**config.mk**
```make
export PLATFORM = sky130hd
export DESIGN_NAME = rxwb_formatter
export DESIGN_NICKNAME = d
export VERILOG_FILES = /design/src/rtl/rxwb_pkg.sv /design/src/rtl/rxwb_ptype.sv /design/src/rtl/rxwb_len_sel.sv /design/src/rtl/rxwb_meta_sel.sv /design/src/rtl/rxwb_formatter.sv
export SDC_FILE = /design/constraint.sdc
export NUM_CORES = 1
export LEC_CHECK = 0
export BUFFER_PORTS_ARGS = -buffer_cell sky130_fd_sc_hd__buf_2
export CAP_MARGIN = 15
export CORE_ASPECT_RATIO = 2
export CORE_MARGIN = 2
export CORE_UTILIZATION = 50
export DETAILED_ROUTE_END_ITERATION = 8
export PLACE_DENSITY = 0.87
export SKIP_CTS_REPAIR_TIMING = 1
export SLEW_MARGIN = 5
export SYNTH_ARGS = -nofsm -noshare
export SYNTH_HDL_FRONTEND = slang
export SYNTH_HIERARCHICAL = 1
export SYNTH_SLANG_ARGS = --single-unit
```
**constraint.sdc**
```tcl
create_clock -name clk -period 4.9 [get_ports clk]
set_input_delay 1.47 -clock clk [delete_from_list [all_inputs] [get_ports clk]]
set_output_delay 1.47 -clock clk [all_outputs]
set_load 0.05 [all_outputs]
```
**src/rtl/rxwb_pkg.sv**
```systemverilog
package rxwb_pkg;
  localparam int PT_IPV4  = 0;
  localparam int PT_IPV6  = 2;
  localparam int PT_IPV6X = 3;
  localparam int PT_TCP   = 4;
  localparam int PT_UDP   = 5;
  localparam int PT_SCTP  = 6;
  localparam int PTYPE_W  = 7;
  localparam int PTYPE_SH = 4;
  localparam int HLEN_SH  = 5;
  localparam int SPH_BIT  = 15;
  localparam int DONE_BIT = 0;
  localparam int HBO_BIT  = 23;
  localparam int INFO_W   = 16;
  localparam int STAT_W   = 32;

  typedef struct packed {
    logic ip4;
    logic ip6;
    logic ip6_ext;
    logic tcp;
    logic udp;
    logic sctp;
  } proto_t;
endpackage

```
**src/rtl/rxwb_ptype.sv**
```systemverilog
module rxwb_ptype
  import rxwb_pkg::*;
(
  input  proto_t               proto,
  input  logic                 ip6_off,
  output logic [PTYPE_W-1:0]   ptype
);
  logic l3_seen;

  always_comb begin
    ptype   = '0;
    l3_seen = 1'b0;
    if (proto.ip6 && !ip6_off) begin
      l3_seen = 1'b1;
      if (proto.ip6_ext) ptype[PT_IPV6X] = 1'b1;
      else               ptype[PT_IPV6]  = 1'b1;
    end else if (proto.ip4) begin
      l3_seen = 1'b1;
      ptype[PT_IPV4] = 1'b1;
    end
    if (proto.tcp)                 ptype[PT_TCP]  = 1'b1;
    else if (proto.udp)            ptype[PT_UDP]  = 1'b1;
    else if (proto.sctp && l3_seen) ptype[PT_SCTP] = 1'b1;
  end
endmodule

```
**src/rtl/rxwb_len_sel.sv**
```systemverilog
module rxwb_len_sel #(
  parameter int CNT_W = 16
) (
  input  logic [CNT_W-1:0] hdr_cnt,
  input  logic [CNT_W-1:0] pay_cnt,
  input  logic             split_hdr,
  input  logic             hdr_ovf,
  input  logic             split_always,
  output logic [CNT_W-1:0] len
);
  logic [CNT_W-1:0] both_sum;

  assign both_sum = hdr_cnt + pay_cnt;

  always_comb begin
    if (split_always)            len = pay_cnt;
    else if (split_hdr == hdr_ovf) len = both_sum;
    else                         len = pay_cnt;
  end
endmodule

```
**src/rtl/rxwb_meta_sel.sv**
```systemverilog
module rxwb_meta_sel
  import rxwb_pkg::*;
#(
  parameter int HASH_W = 32,
  parameter int RSST_W = 4,
  parameter int ID_W   = 16
) (
  input  logic               eop,
  input  logic               csum_pkt_off,
  input  logic               ip_pay_csum_en,
  input  logic               rss_en,
  input  logic [HASH_W-1:0]  rss_hash,
  input  logic [RSST_W-1:0]  rss_kind,
  input  logic [ID_W-1:0]    ip_ident,
  input  logic               is_ip4,
  input  logic [PTYPE_W-1:0] ptype,
  output logic [INFO_W-1:0]  pkt_info,
  output logic [HASH_W-1:0]  hash_word
);
  logic use_hash;
  logic use_ident;

  assign use_hash  = csum_pkt_off && rss_en;
  assign use_ident = !csum_pkt_off && ip_pay_csum_en && is_ip4;

  always_comb begin
    pkt_info  = '0;
    hash_word = '0;
    if (eop) begin
      if (use_hash) begin
        pkt_info[RSST_W-1:0] = rss_kind;
        hash_word            = rss_hash;
      end else if (use_ident) begin
        hash_word = HASH_W'(ip_ident);
      end
      pkt_info = pkt_info | (INFO_W'(ptype) << PTYPE_SH);
    end
  end
endmodule

```
**src/rtl/rxwb_formatter.sv**
```systemverilog
module rxwb_formatter
  import rxwb_pkg::*;
#(
  parameter int CNT_W  = 16,
  parameter int HLEN_W = 10,
  parameter int HASH_W = 32,
  parameter int RSST_W = 4,
  parameter int ID_W   = 16
) (
  input  logic              clk,
  input  logic              rst,
  input  logic              fmt_go,
  input  logic              eop,
  input  logic [CNT_W-1:0]  hdr_cnt,
  input  logic [CNT_W-1:0]  pay_cnt,
  input  logic              split_hdr,
  input  logic              hdr_ovf,
  input  logic [HLEN_W-1:0] hdr_len,
  input  logic              split_always,
  input  logic              rss_en,
  input  logic [HASH_W-1:0] rss_hash,
  input  logic [RSST_W-1:0] rss_kind,
  input  logic [ID_W-1:0]   ip_ident,
  input  logic              is_ip4,
  input  logic              is_ip6,
  input  logic              ip6_ext,
  input  logic              is_tcp,
  input  logic              is_udp,
  input  logic              is_sctp,
  input  logic              ip6_off,
  input  logic              csum_pkt_off,
  input  logic              ip_pay_csum_en,
  output logic              wb_valid,
  output logic [INFO_W-1:0] pkt_info,
  output logic [INFO_W-1:0] hdr_info,
  output logic [HASH_W-1:0] hash_word,
  output logic [STAT_W-1:0] stat_err,
  output logic [CNT_W-1:0]  wb_len
);
  localparam logic [STAT_W-1:0] STAT_USED = (STAT_W'(1) << DONE_BIT) | (STAT_W'(1) << HBO_BIT);

  proto_t               proto;
  logic [PTYPE_W-1:0]   ptype_c;
  logic [CNT_W-1:0]     len_c;
  logic [INFO_W-1:0]    pinfo_c;
  logic [HASH_W-1:0]    hash_c;
  logic [INFO_W-1:0]    hinfo_c;
  logic [STAT_W-1:0]    stat_c;

  assign proto = '{ip4: is_ip4, ip6: is_ip6, ip6_ext: ip6_ext,
                   tcp: is_tcp, udp: is_udp, sctp: is_sctp};

  rxwb_ptype u_ptype (
    .proto   (proto),
    .ip6_off (ip6_off),
    .ptype   (ptype_c)
  );

  rxwb_len_sel #(.CNT_W(CNT_W)) u_len (
    .hdr_cnt      (hdr_cnt),
    .pay_cnt      (pay_cnt),
    .split_hdr    (split_hdr),
    .hdr_ovf      (hdr_ovf),
    .split_always (split_always),
    .len          (len_c)
  );

  rxwb_meta_sel #(.HASH_W(HASH_W), .RSST_W(RSST_W), .ID_W(ID_W)) u_meta (
    .eop            (eop),
    .csum_pkt_off   (csum_pkt_off),
    .ip_pay_csum_en (ip_pay_csum_en),
    .rss_en         (rss_en),
    .rss_hash       (rss_hash),
    .rss_kind       (rss_kind),
    .ip_ident       (ip_ident),
    .is_ip4         (is_ip4),
    .ptype          (ptype_c),
    .pkt_info       (pinfo_c),
    .hash_word      (hash_c)
  );

  // Split fields are cleared then filled for every slot.
  always_comb begin
    hinfo_c = '0;
    hinfo_c[HLEN_SH +: HLEN_W] = hdr_len;
    hinfo_c[SPH_BIT] = split_hdr;
    stat_c = '0;
    stat_c[DONE_BIT] = 1'b1;
    stat_c[HBO_BIT]  = hdr_ovf;
  end

  always_ff @(posedge clk) begin
    if (rst) begin
      wb_valid  <= 1'b0;
      pkt_info  <= '0;
      hdr_info  <= '0;
      hash_word <= '0;
      stat_err  <= '0;
      wb_len    <= '0;
    end else begin
      wb_valid <= fmt_go;
      if (fmt_go) begin
        pkt_info  <= pinfo_c;
        hdr_info  <= hinfo_c;
        hash_word <= hash_c;
        stat_err  <= stat_c;
        wb_len    <= len_c;
      end
    end
  end

  a_r10_valid_follows: assert property (@(posedge clk) disable iff (rst)
    fmt_go |=> wb_valid);
  a_r10_valid_pulse: assert property (@(posedge clk) disable iff (rst)
    !fmt_go |=> !wb_valid);
  a_r1_status_bits: assert property (@(posedge clk) disable iff (rst)
    wb_valid |-> (stat_err[DONE_BIT] && ((stat_err & ~STAT_USED) == '0)));
  a_r2_quiet_mid_packet: assert property (@(posedge clk) disable iff (rst)
    (fmt_go && !eop) |=> (pkt_info == '0 && hash_word == '0));
  a_r3_split_always_len: assert property (@(posedge clk) disable iff (rst)
    (fmt_go && split_always) |=> (wb_len == $past(pay_cnt)));
  a_r9_hash_carried: assert property (@(posedge clk) disable iff (rst)
    (fmt_go && eop && csum_pkt_off && rss_en) |=> (hash_word == $past(rss_hash)));
  a_r6_overflow_bit: assert property (@(posedge clk) disable iff (rst)
    fmt_go |=> (stat_err[HBO_BIT] == $past(hdr_ovf)));
endmodule

```
==> flow_summary_export.csv <==
group,metric,value,unit
status,status,"finished, final reports clean",
placement,place.gp.congestion,0.910,
min_path,hold_end,"stat_err[0]$_SDFFE_PP0P_",
logic_synthesis,synthAdderAreaFrac,0.0466,
floorplan,initial_core_util,0.515,
logic_synthesis,yosys.area.top_type,"dfxtp_1",
timing,rsz0062_at_grt,"no",
setup_path,reg2reg_depth,2,
logic_synthesis,synth-simple-area-share,0.155,
logic_synthesis,synth_most_common_cell,"nor2_1",
timing,finalSetupViolations,0,
logic_synthesis,synth-compound-area-share,0.116,
logic_synthesis,yosys_register_bits,78,
finish,finish.net_count,784,
logic_synthesis,synth_top_area_frac,0.350,
floorplan,die_area,9730,µm²
logic_synthesis,ys_types,54,
grt,grt_antenna_before_repair,0,
clocking,clk_pin_slew_worst_paths,0.06,ns
power_and_ir_drop,ir_worst_vdd,0.237,mV
setup_path,start_kind,"input pin",
setup_path,arrival,3.89,ns
power_and_ir_drop,leakagePower,2.91,nW
grt,grt_pass1_vias,3878,
finish,antenna_cells,0,
clocking,cts_buffer_depth,2,
logic_synthesis,synthMuxAreaShare,0.176,
min_path,hp-class,"reg -> reg",
timing,clock.fmax,0.270,GHz
clocking,clock_latency,0.32,ns
logic_synthesis,avgSynthCellArea,9.10,µm²
timing,finClkSkew,0,ns
floorplan,dieWidth,70.8,µm
power_and_ir_drop,power_density,328,nW/µm²
timing,fin_setup_tns,0,ns
logic_synthesis,synthCells,490,
logic_synthesis,synth_edf_count,0,
timing,hold_violations,0,
detailed_routing,post_drt_wl_per_cell,14.7,µm
flow_run,maxCapViolations,0,
logic_synthesis,synth_ff_type,"dfxtp_1",
logic_synthesis,synth-xor-area-share,0.0275,
setup_path,critPathLaunch,"hdr_cnt[1]",
timing,worst_slew_pin_slew,1.10,ns
min_path,min_from,"stat_err[0]$_SDFFE_PP0P_",
detailed_routing,first_pass_iters,5,
min_path,whs_path_depth,2,
finish,syn_to_final_growth,22.4,%
timing,slew_headroom,0.269,
grt,grt_pass1_wl,17.1,mm
floorplan,pin_count,224,
logic_synthesis,synthTopCellsByCount,"nor2_1, dfxtp_1, mux2i_1, buf_4, and2_1",
clocking,htree_levels,3,
setup_path,timing.rr.end,"hash_word[21]$_SDFFE_PP0P_",
grt,overflow,0,
clocking,cts_tree,"yes",
setup_path,rr_startpoint,"hash_word[21]$_SDFFE_PP0P_",
detailed_routing,vias,4004,
logic_synthesis,yosysWarningCount,6,
clocking,clock_sinks,78,
timing,period_needed,3.70,ns
detailed_routing,first_iter_violations,202,
floorplan,core_area,8650,µm²
setup_path,critPathCaptureType,"flip-flop",
logic_synthesis,ys_top_cells_by_area,"dfxtp_1, mux2i_1, buf_4",
finish,nFillCells,752,
finish,drive_gt1_frac,0.329,
logic_synthesis,synth_top_family_by_area,"multiplexers",
detailed_routing,routed_wirelength,11.2,mm
placement,post-place-ws,1.02,ns
timing,drv_slew,0,
floorplan,die_h,138,µm
setup_path,cp.required,5.09,ns
logic_synthesis,async_flop_share,0,
logic_synthesis,synth_area,4460,µm²
setup_path,r2r_setup_slack,4.22,ns
setup_path,worst-setup-path-type,"in -> reg",
grt,grtUsageTotal,0.220,
floorplan,row_count,48,
setup_path,cp_max_fo,3,
placement,io_buffers,188,
logic_synthesis,seq_area_frac_synth,0.350,
detailed_routing,drc,0,
placement,dp_hpwl,8.69,mm
finish,fin_util,0.631,
timing,postLayoutSetupSlackWorst,1.20,ns
clocking,root_buffer,"clkbuf_16",
grt,grt_max_degree,49,
detailed_routing,ant_nets,0,
clocking,cts_buffers,9,
timing,min_period_over_period,0.756,
detailed_routing,via_per_inst,5.25,
==> registers in the layout (all words and copies together), names as in the netlist <==
signal and flops:
hdr_info 11, wb_len 16, stat_err 2, hash_word 32, wb_valid 1, pkt_info 16
==> cell families (layout without fill, tap and decap cells) <==
logic type,Yosys count,after routing
compound gates,71,71
xor+xnor,14,14
fa+ha+maj,16,16
buf+inv,80,214
flops,78,78
mux,78,78
other cells,3,41
simple gates,150,150
==> report_power, final <==
| part | internal (mW) | total [mW] | switching (mW) |
|---|---|---|---|
| Combinational | 0.143 | 0.450 | 0.307 |
| Clock | 0.398 | 0.665 | 0.267 |
| Sequential | 0.661 | 0.674 | 0.0133 |
| Total | 1.20 | 1.79 | 0.587 |
==> worst max path at each step <==
stage                              endpoint  slack [ns]  depth (start not counted)
floorplan           wb_len[12]$_SDFFE_PP0P_        1.44                         10
global placement    wb_len[12]$_SDFFE_PP0P_        1.14                         11
detailed placement  wb_len[11]$_SDFFE_PP0P_        1.02                         10
CTS                 wb_len[11]$_SDFFE_PP0P_        1.38                         10
global route        wb_len[11]$_SDFFE_PP0P_        1.14                         10
finish              wb_len[11]$_SDFFE_PP0P_        1.20                         10
==> final cells by class <==
cell class	count	area (µm²)	share of cell area
Sequential cell	78	1560	0.286
Inverter	7	26.3	0.00482
Tap cell	100	125	0.0229
Timing Repair Buffer	191	966	0.177
Multi-Input combinational cell	370	2480	0.454
Clock buffer	10	229	0.0420
Clock inverter	6	70.1	0.0128
==> metrics by stage <==
stage | area, µm² | instances | hold slack (ns) | power, mW
2_1_floorplan | 4600 | 528 | 0.686 | 1.06
3_3_place_gp | 5160 | 746 | 0.444 | 1.12
3_5_place_dp | 5160 | 746 | 0.456 | 1.14
4_1_cts | 5460 | 762 | 0.470 | 1.81
5_1_grt | 5460 | 762 | 0.487 | 1.87
6_report | 5460 | 762 | 0.462 | 1.79
==> layout by cell type, fill, tap and decap left out, drive strengths merged, types with 2 or more instances in the layout <==
cell type and n:
buf 191, nor2 82, dfxtp 78, mux2i 76
conb 41, and2 29, nand2 19, o21ai 19
a22o 16, ha 15, a21oi 13, clkbuf 10
inv 9, xnor2 7, xor2 7, nand3 4
a21o 4, a31oi 4, clkinvlp 3, nand4 3
nor3 3, nor2b 2, and3 2, o21a 2
mux2 2, nand2b 2
==> worst max-delay path, stage by stage <==
cell,delay (ns)
buf_2,0.12
ha_1,0.31
a211oi_1,0.33
o21ai_1,0.20
a221oi_1,0.65
o21ai_0,0.24
xnor2_1,0.20
o21ai_0,0.11
mux2i_1,0.20
nor2_1,0.06
==> metal layers <==
layer  routed length (µm)  vias to the layer above  track usage
li1                     -                     1917            -
met1                 4020                     1872        0.221
met2                 6120                      177        0.408
met3                  541                       38       0.0446
met4                  496                        0        0.133
met5                    0                        -            0
(Power assumes the default switching activity.)
